<file path="src/rtl/fou_pkg.sv">
// Shared types for the flag offset programming unit.
package fou_pkg;
    // Which offset register a pointer refers to.
    typedef enum logic {
        SEL_AE = 1'b0,
        SEL_AF = 1'b1
    } sel_e;

    // Programming method latched at master reset.
    typedef enum logic {
        PROG_PAR = 1'b0,
        PROG_SER = 1'b1
    } prog_e;
endpackage

</file>
<file path="src/rtl/fou_toggle_ptr.sv">
// One-bit round-robin pointer over the two offset registers.
// Assumes: clr_n is the combined synchronous active-low clear.
module fou_toggle_ptr (
    input  logic clk,
    input  logic clr_n,
    input  logic step,
    output logic ptr
);
    // Advance to the other register on each step, restart on clear.
    always_ff @(posedge clk) begin
        if (!clr_n)
            ptr <= 1'b0;
        else if (step)
            ptr <= ~ptr;
    end

    // R3 (write instance) / R5 (read instance): every step moves the pointer.
    a_r3_ptr_toggles: assert property (@(posedge clk) disable iff (!clr_n)
        step |=> (ptr != $past(ptr)));
endmodule

</file>
<file path="src/rtl/fou_serial_loader.sv">
// Collects serial bits, LSB first, into ADDR_W-bit groups and announces each
// completed group together with the register it is meant for.
// Assumes: shift is already qualified by mode and load select.
module fou_serial_loader
    import fou_pkg::*;
#(
    parameter int ADDR_W = 16,
    localparam int CNT_W = (ADDR_W > 1) ? $clog2(ADDR_W) : 1
) (
    input  logic              clk,
    input  logic              clr_n,
    input  logic              shift,
    input  logic              si,
    output logic              commit,
    output logic              commit_sel,
    output logic [ADDR_W-1:0] commit_val
);
    logic [ADDR_W-1:0] stage_q;
    logic [CNT_W-1:0]  cnt_q;
    sel_e              sel_q;
    logic              last_bit;
    logic [ADDR_W-1:0] stage_nxt;

    // Next staging value and end-of-group detection.
    always_comb begin
        stage_nxt = {si, stage_q[ADDR_W-1:1]};
        last_bit  = (cnt_q == CNT_W'(ADDR_W - 1));
    end

    assign commit     = shift && last_bit;
    assign commit_sel = sel_q;
    assign commit_val = stage_nxt;

    // Shift register, bit position and target register.
    always_ff @(posedge clk) begin
        if (!clr_n) begin
            stage_q <= '0;
            cnt_q   <= '0;
            sel_q   <= SEL_AE;
        end else if (shift) begin
            stage_q <= stage_nxt;
            if (last_bit) begin
                cnt_q <= '0;
                sel_q <= (sel_q == SEL_AE) ? SEL_AF : SEL_AE;
            end else begin
                cnt_q <= cnt_q + 1'b1;
            end
        end
    end

    // the bit position never passes the last bit of a group.
    a_r4_cnt_bound: assert property (@(posedge clk) disable iff (!clr_n)
        cnt_q <= CNT_W'(ADDR_W - 1));
    // a completed group hands the next group to the other register.
    a_r4_commit_swaps: assert property (@(posedge clk) disable iff (!clr_n)
        commit |=> (sel_q != $past(sel_q)));
endmodule

</file>
<file path="src/rtl/flag_offset_unit.sv">
// Holds the almost-empty and almost-full offsets. Defaults and the programming
// method are chosen by load_sel at master reset. Parallel writes, serial
// shifts and readback are qualified by load_sel.
// Assumes: one clock for write and read sides; DEPTH >= 2; DATA_W >= ADDR_W.
module flag_offset_unit
    import fou_pkg::*;
#(
    parameter int DEPTH  = 65536,
    parameter int DATA_W = 18,
    localparam int ADDR_W = $clog2(DEPTH)
) (
    input  logic              clk,
    input  logic              rst_n,
    input  logic              soft_rst_n,
    input  logic              load_sel,
    input  logic              ser_en,
    input  logic              wr_en,
    input  logic              rd_en,
    input  logic              ser_din,
    input  logic [DATA_W-1:0] wr_data,
    output logic [ADDR_W-1:0] ae_off,
    output logic [ADDR_W-1:0] af_off,
    output logic [DATA_W-1:0] rd_data
);
    localparam int WIDE0 = (DATA_W > ADDR_W) ? DATA_W : ADDR_W;
    localparam int WIDE  = (WIDE0 > 11) ? WIDE0 : 11;
    localparam logic [WIDE-1:0] LIMIT = WIDE'(DEPTH - 1);

    // Saturate a value to DEPTH-1 and narrow it to the offset width.
    function automatic logic [ADDR_W-1:0] clip(input logic [WIDE-1:0] v);
        clip = (v > LIMIT) ? LIMIT[ADDR_W-1:0] : v[ADDR_W-1:0];
    endfunction

    prog_e             mode_q;
    logic              live, clr_n;
    logic              par_wr, ser_shift, rd_stb;
    logic              wptr, rptr;
    logic              ser_commit, ser_sel;
    logic [ADDR_W-1:0] ser_val;
    logic [ADDR_W-1:0] dflt;
    logic [ADDR_W-1:0] off_bus [2];

    // Qualify traffic: no reset active, load select high, matching mode.
    always_comb begin
        clr_n     = rst_n && soft_rst_n;
        live      = clr_n;
        par_wr    = live && load_sel && wr_en  && (mode_q == PROG_PAR);
        ser_shift = live && load_sel && ser_en && (mode_q == PROG_SER);
        rd_stb    = live && load_sel && rd_en;
        dflt      = load_sel ? clip(WIDE'(1023)) : clip(WIDE'(127));
    end

    // Programming method, latched only during master reset.
    always_ff @(posedge clk) begin
        if (!rst_n)
            mode_q <= load_sel ? PROG_SER : PROG_PAR;
    end

    fou_toggle_ptr u_wptr (
        .clk   (clk),
        .clr_n (clr_n),
        .step  (par_wr),
        .ptr   (wptr)
    );

    fou_toggle_ptr u_rptr (
        .clk   (clk),
        .clr_n (clr_n),
        .step  (rd_stb),
        .ptr   (rptr)
    );

    fou_serial_loader #(.ADDR_W(ADDR_W)) u_ser (
        .clk        (clk),
        .clr_n      (clr_n),
        .shift      (ser_shift),
        .si         (ser_din),
        .commit     (ser_commit),
        .commit_sel (ser_sel),
        .commit_val (ser_val)
    );

    // One offset register per flag, each with its own load decode.
    for (genvar g = 0; g < 2; g++) begin : g_off
        logic [ADDR_W-1:0] q;
        // Default on master reset, otherwise load from whichever path targets it.
        always_ff @(posedge clk) begin
            if (!rst_n)
                q <= dflt;
            else if (par_wr && (wptr == 1'(g)))
                q <= clip(WIDE'(wr_data));
            else if (ser_commit && (ser_sel == 1'(g)))
                q <= clip(WIDE'(ser_val));
        end
        assign off_bus[g] = q;
    end

    assign ae_off = off_bus[0];
    assign af_off = off_bus[1];

    // Readback register: capture the offset under the read pointer.
    always_ff @(posedge clk) begin
        if (!clr_n)
            rd_data <= '0;
        else if (rd_stb)
            rd_data <= DATA_W'(off_bus[rptr]);
    end

    // neither offset ever exceeds DEPTH-1.
    a_r7_ae_clip: assert property (@(posedge clk) disable iff (!rst_n)
        ae_off <= ADDR_W'(DEPTH - 1));
    a_r7_af_clip: assert property (@(posedge clk) disable iff (!rst_n)
        af_off <= ADDR_W'(DEPTH - 1));
    // a partial reset keeps offsets and mode.
    a_r8_soft_keeps: assert property (@(posedge clk) disable iff (!rst_n)
        !soft_rst_n |=> ($stable(ae_off) && $stable(af_off) && $stable(mode_q)));
    // the mode stays put outside master reset.
    a_r6_mode_ser_locked: assert property (@(posedge clk) disable iff (!rst_n)
        (mode_q == PROG_SER) |=> (mode_q == PROG_SER));
    a_r6_mode_par_locked: assert property (@(posedge clk) disable iff (!rst_n)
        (mode_q == PROG_PAR) |=> (mode_q == PROG_PAR));
    // in serial mode offsets move only on a completed serial group.
    a_r6_ser_only: assert property (@(posedge clk) disable iff (!rst_n)
        ((mode_q == PROG_SER) && !ser_commit) |=> ($stable(ae_off) && $stable(af_off)));
endmodule

</file>
<file path="config.mk">
export PLATFORM = sky130hd
export DESIGN_NAME = flag_offset_unit
export DESIGN_NICKNAME = d
export VERILOG_FILES = /design/src/rtl/fou_pkg.sv /design/src/rtl/fou_toggle_ptr.sv /design/src/rtl/fou_serial_loader.sv /design/src/rtl/flag_offset_unit.sv
export SDC_FILE = /design/constraint.sdc
export NUM_CORES = 1
export LEC_CHECK = 0
export ABC_AREA = 1
export CORE_UTILIZATION = 55
export CTS_CLUSTER_DIAMETER = 100
export DETAILED_ROUTE_END_ITERATION = 7
export DONT_BUFFER_PORTS = 1
export PLACE_DENSITY_LB_ADDON = 0.2
export REMOVE_ABC_BUFFERS = 1
export SLEW_MARGIN = 40
export SYNTH_ARGS = -nofsm -noshare
export SYNTH_HDL_FRONTEND = slang
export SYNTH_SLANG_ARGS = --single-unit
</file>
<file path="constraint.sdc">
create_clock -name clk -period 2.4 [get_ports clk]
set_input_delay 0.24 -clock clk [delete_from_list [all_inputs] [get_ports clk]]
set_output_delay 0.24 -clock clk [all_outputs]
set_load 0.02 [all_outputs]
</file>
* After elaboration in Yosys (flattened, before gate mapping)
Index checks and enable logic that the tools add are counted.
** Cells by class
- $mul :: 0
- Bitwise operators :: 5
- Mux-type cells :: 14
- Eq/ne operators :: 3
- Shift-type cells :: 0
- Divide/modulo/power cells :: 0
- Reduce and logical (&&, ||, !) cells :: 13
- $lt $le $gt $ge :: 2
- $add $sub $neg :: 1
** Operators with widths (number)
- 2-to-1 mux 16 bit :: 10
- > comparator 18 x 16 -> 1 bit, second input constant :: 1
- logical AND 1 bit :: 12
- 2-to-1 mux 10 bit :: 1
- != test 3 x 1 -> 1 bit, second input constant :: 2
- adder 4 x 1 -> 4 bit, second input constant :: 1
- equality test 4 bit, second input constant :: 1
- 2-to-1 mux 4 bit :: 1
- inverter 1 bit :: 4
- greater-or-equal comparator 2 bit, second input constant :: 1
- 2-to-1 mux 1 bit :: 2
- inverter 1 -> 2 bit :: 1
- AND reduction 2 bit :: 1
** Storage, ports and cells
- Logic and storage cells :: 47
- Input bits :: 26
- Register bits :: 72
- Memory bits (writable) :: 0
- Output and inout port bits :: 50
- Latch bits :: 0
- ROM bits :: 0
- Memories kept :: 0

* Depth between registers and ports, before layout
- Word-level depth :: 9
- Depth in mapped cells :: 7

* Hierarchy
Synthesis repeated with hierarchy kept, for this count alone.
** Unflattened totals
- Cells, all modules :: 411
- Area total of the unflattened synthesis :: 3329.4 um2
** By module, submodules not included
- flag_offset_unit :: cells each 302, area an instance 2486.1 um2, times used 1
- fou_serial_loader :: cells each 99, area an instance 773.2 um2, times used 1
- fou_toggle_ptr :: cells each 5, area an instance 35.0 um2, times used 2

* Least setup slack after synthesis
No wires, ideal clock.
- Path type :: register -> register
- Start point :: register mode_q
- End point :: register g_off[0].q[0], in the netlist ae_off[0] (enable)
- Cell stages (with the launch flop) :: 6
- Library setup time :: 0.392 ns
- Data required time :: 2.008 ns
- Arrival time :: 1.651 ns
- Path buffers :: 1
- Slack :: 0.357 ns
- Path through :: edfxtp_1 nand2_1 nor2_1 buf_2 nand2_1 o21bai_1
** On the way
- Longest elaborated chain between the ends :: 4
** Ends and longest elaborated chain
- from (decl) :: RTL line flag_offset_unit.sv:34 : prog_e mode_q;
- from (signal assigned) :: RTL line flag_offset_unit.sv:56 : mode_q <= load_sel ? PROG_SER : PROG_PAR;
- logical AND 1 bit or inverter 1 bit (tied branches) :: RTL line flag_offset_unit.sv:48, flag_offset_unit.sv:47
- logical AND 1 bit, on equally long branches :: RTL line fou_serial_loader.sv:30, flag_offset_unit.sv:47
- logical AND 1 bit, on equally long branches :: RTL line flag_offset_unit.sv:92, flag_offset_unit.sv:90
- != test 3 x 1 -> 1 bit (no source line) *
- to (signal assigned) :: RTL line flag_offset_unit.sv:89 : q <= dflt;
- to (signal assigned) :: RTL line flag_offset_unit.sv:91 : q <= clip(WIDE'(wr_data));
- to (signal assigned) :: RTL line flag_offset_unit.sv:93 : q <= clip(WIDE'(ser_val));
- to (decl) :: RTL line flag_offset_unit.sv:85 : logic [ADDR_W-1:0] q;
Mark *: on every way between the ends. The rest lies on a longest branch, timed or not.
A chain may end at the register's enable or synchronous reset.

* Worst setup path in the final report
- Start point :: register mode_q
- End point :: register g_off[0].q[10], in the netlist ae_off[10] (enable)
Same word-level chain as after synthesis.

==> out/results.ini <==
[outcome]
status=finished clean

[route]
drt-initial-drc-count=190
postRouteAntennaNets=0
vias=2610
finalWirelength_um=6880
drc_errors=0
wl_per_cell_um=13.8
via_per_inst=5.22
drtPass1Iterations=5

[sta]
worstMarginPinSlew_ns=0.531
fin_crit_ns=1.77
clock_skew_ns=0.00681
max_freq_mhz=566
slew_headroom_pct=64.6
grt_setup_unrepaired=no
slew_viol_final=0
setup_viol=0
hold_viol_final=0
timing.final.crit_share_pct=73.6
finalSetupTns_ns=0

[floorplan]
die_area_um2=6330
io_pins=76
core_area_um2=5640
rows=27
die_y_um=79.6
start_util_pct=58.7
fp.dieW_um=79.6

[clock_network]
cts_made_buffers=9
cts-root-buf=clkbuf_8
htree_levels=3
clk_latency_ns=0.34
clk_pin_slew_ns=0.07
clockBufferDepth=2
postCtsResizedCells=0
clock-sinks=71
cts_tree=yes

[layout]
diodes=0
register_area_um2=1750
multiInputGateArea_um2=1330
syn2layout_area_growth_pct=5.44
layout-drive-gt1-share_pct=7.71
fill_cells=521
fin_cells=500
fin_area_um2=3490
fin_nets=451

[run]
cap_violations=0

[setup_path]
regToRegSetupSlack_ns=0.63
cp_num_buf_inv=1
worst-path-max-fanout=17
crit_path_end_kind=flop
path_cells=nor2_1, nand3_2, nand2_1, o21bai_1, buf_4
cp_slowest_stage_delay_ns=0.42
crit_arrival_ns=1.80
worst-setup-path-type=reg -> reg
worstPathRequired_ns=2.43
start_kind=flop
path_delay_family=simple AND/OR/NAND/NOR gates
crit_slowest_cell=edfxtp_1

[place]
placed_cells=484
gp_congestion=0.895
hpwlAfterDp_um=4950
port_buffers=0
dpl_cell_area_um2=3320

[synth]
synth_cell_types=25
syn_area_per_cell_um2=7.73
synth_area_um2=3310
yosys_warnings=0
synth-seq-cells=71
syn_inst=428
seq_area_frac_synth_pct=52.9

[global_route]
grt_max_degree=35
grt_usage_pct=23.5
met3_usage_pct=8.11
gr-total-overflow=0
grt_util_met2_pct=34.1
grt_pass1_vias=2322
grt_first_pass_wirelength_um=11200
busiest_layer=met2
use_met1_pct=31.4
antenna_found_initial=0

[hold_path]
hold_path_class=in -> reg

[power_and_ir_drop]
max-vdd-ir-drop_mv=0.348
p_leak_nw=1.40
pwr_density_cell_nw_per_um2=661

==> registers in the layout, summed over array words and instances (netlist names) <==
name / count
ae_off: 16
af_off: 16
rd_data: 16
u_ser.stage_q: 15
u_ser.cnt_q: 4
mode_q: 1
u_rptr.ptr: 1
u_ser.commit_sel: 1
u_wptr.ptr: 1
==> cells in the final DEF, fill, tap and decap left out, drive strengths merged <==
cell type	n
nand2	138
nor2	57
nand3	54
dfxtp	38
o21ai	34
edfxtp	33
inv	28
clkbuf	11
a21oi	9
or2	7
buf	6
clkinv	4
conb	2
clkinvlp	2
o21bai	1
nor3	1
xor2	1
ha	1
dlygate4sd3	1
==> final cells by class <==
class / count / area share [%]
Clock buffer: 11 / 3.76
Sequential cell: 71 / 50.2
Tap cell: 72 / 2.58
Multi-Input combinational cell: 305 / 38.0
Timing Repair Buffer: 7 / 1.58
Clock inverter: 4 / 0.681
Inverter: 30 / 3.23
==> synthesized netlist by cell type <==
| cell | number | area (µm²) |
|---|---|---|
| a21oi_1 | 9 | 45.0 |
| buf_1 | 3 | 11.3 |
| buf_2 | 9 | 45.0 |
| buf_4 | 5 | 37.5 |
| buf_6 | 1 | 11.3 |
| clkbuf_1 | 5 | 18.8 |
| clkinv_1 | 2 | 7.51 |
| conb_1 | 1 | 3.75 |
| dfxtp_1 | 38 | 761 |
| edfxtp_1 | 33 | 991 |
| ha_1 | 1 | 12.5 |
| inv_1 | 25 | 93.8 |
| inv_2 | 3 | 11.3 |
| nand2_1 | 136 | 510 |
| nand2_2 | 2 | 12.5 |
| nand3_1 | 52 | 260 |
| nand3_2 | 2 | 20.0 |
| nor2_1 | 56 | 210 |
| nor2_4 | 1 | 11.3 |
| nor3_1 | 1 | 5.00 |
| o21ai_0 | 28 | 140 |
| o21ai_1 | 6 | 30.0 |
| o21bai_1 | 1 | 7.51 |
| or2_2 | 7 | 43.8 |
| xor2_1 | 1 | 8.76 |
==> routing by layer <==
layer | up-vias | routed length, µm
li1 | 1367 | -
met1 | 1141 | 3170
met2 | 91 | 2980
met3 | 11 | 613
met4 | 0 | 116
met5 | - | 0
==> worst paths after layout <==
path,startpoint,end,cells after the start
setup / recovery,mode_q$_DFFE_PN_,ae_off[10]$_SDFFCE_PN0P_,5
hold reg to reg,u_ser.stage_q[8]$_SDFFE_PP0N_,u_ser.stage_q[8]$_SDFFE_PP0N_,2
hold / removal,rst_n,af_off[6]$_SDFFCE_PN1P_,1
setup reg to reg,mode_q$_DFFE_PN_,ae_off[10]$_SDFFCE_PN0P_,5
==> per-stage QoR <==
step / power, mW / util, % / hold WS (ns) / setup WS [ns]
after global routing: 2.39 / 61.9 / 0.0589 / 0.499
after detailed placement: 1.53 / 58.9 / 0.339 / 0.645
after global placement: 1.53 / 58.9 / 0.339 / 0.691
after floorplan: 1.49 / - / 0.339 / -0.0196
final: 2.31 / 61.9 / 0.0696 / 0.633
after CTS: 2.31 / 61.9 / 0.0547 / 0.643
==> kinds of logic (layout without fill, tap and decap cells) <==
kind of cell,Yosys count,after routing,share of synthesized area [%]
compound gates,44,44,6.73
xor+xnor,1,1,0.265
fa+ha+maj,1,1,0.378
buf+inv,53,52,7.15
flops,71,71,52.9
other cells,1,2,0.113
simple gates,257,257,32.4
==> power by group <==
part	internal, mW	switching (mW)
Sequential	1.31	0.0699
Clock	0.365	0.437
Combinational	0.0385	0.0860
==> timing repair <==
action                                  CTS  global route
buffers inserted                          0             0
endpoints found under the setup margin    0             0
hold buffers                              1             0
hold endpoints to repair                  1             0
Note: power is estimated with default switching activity, not from simulation.
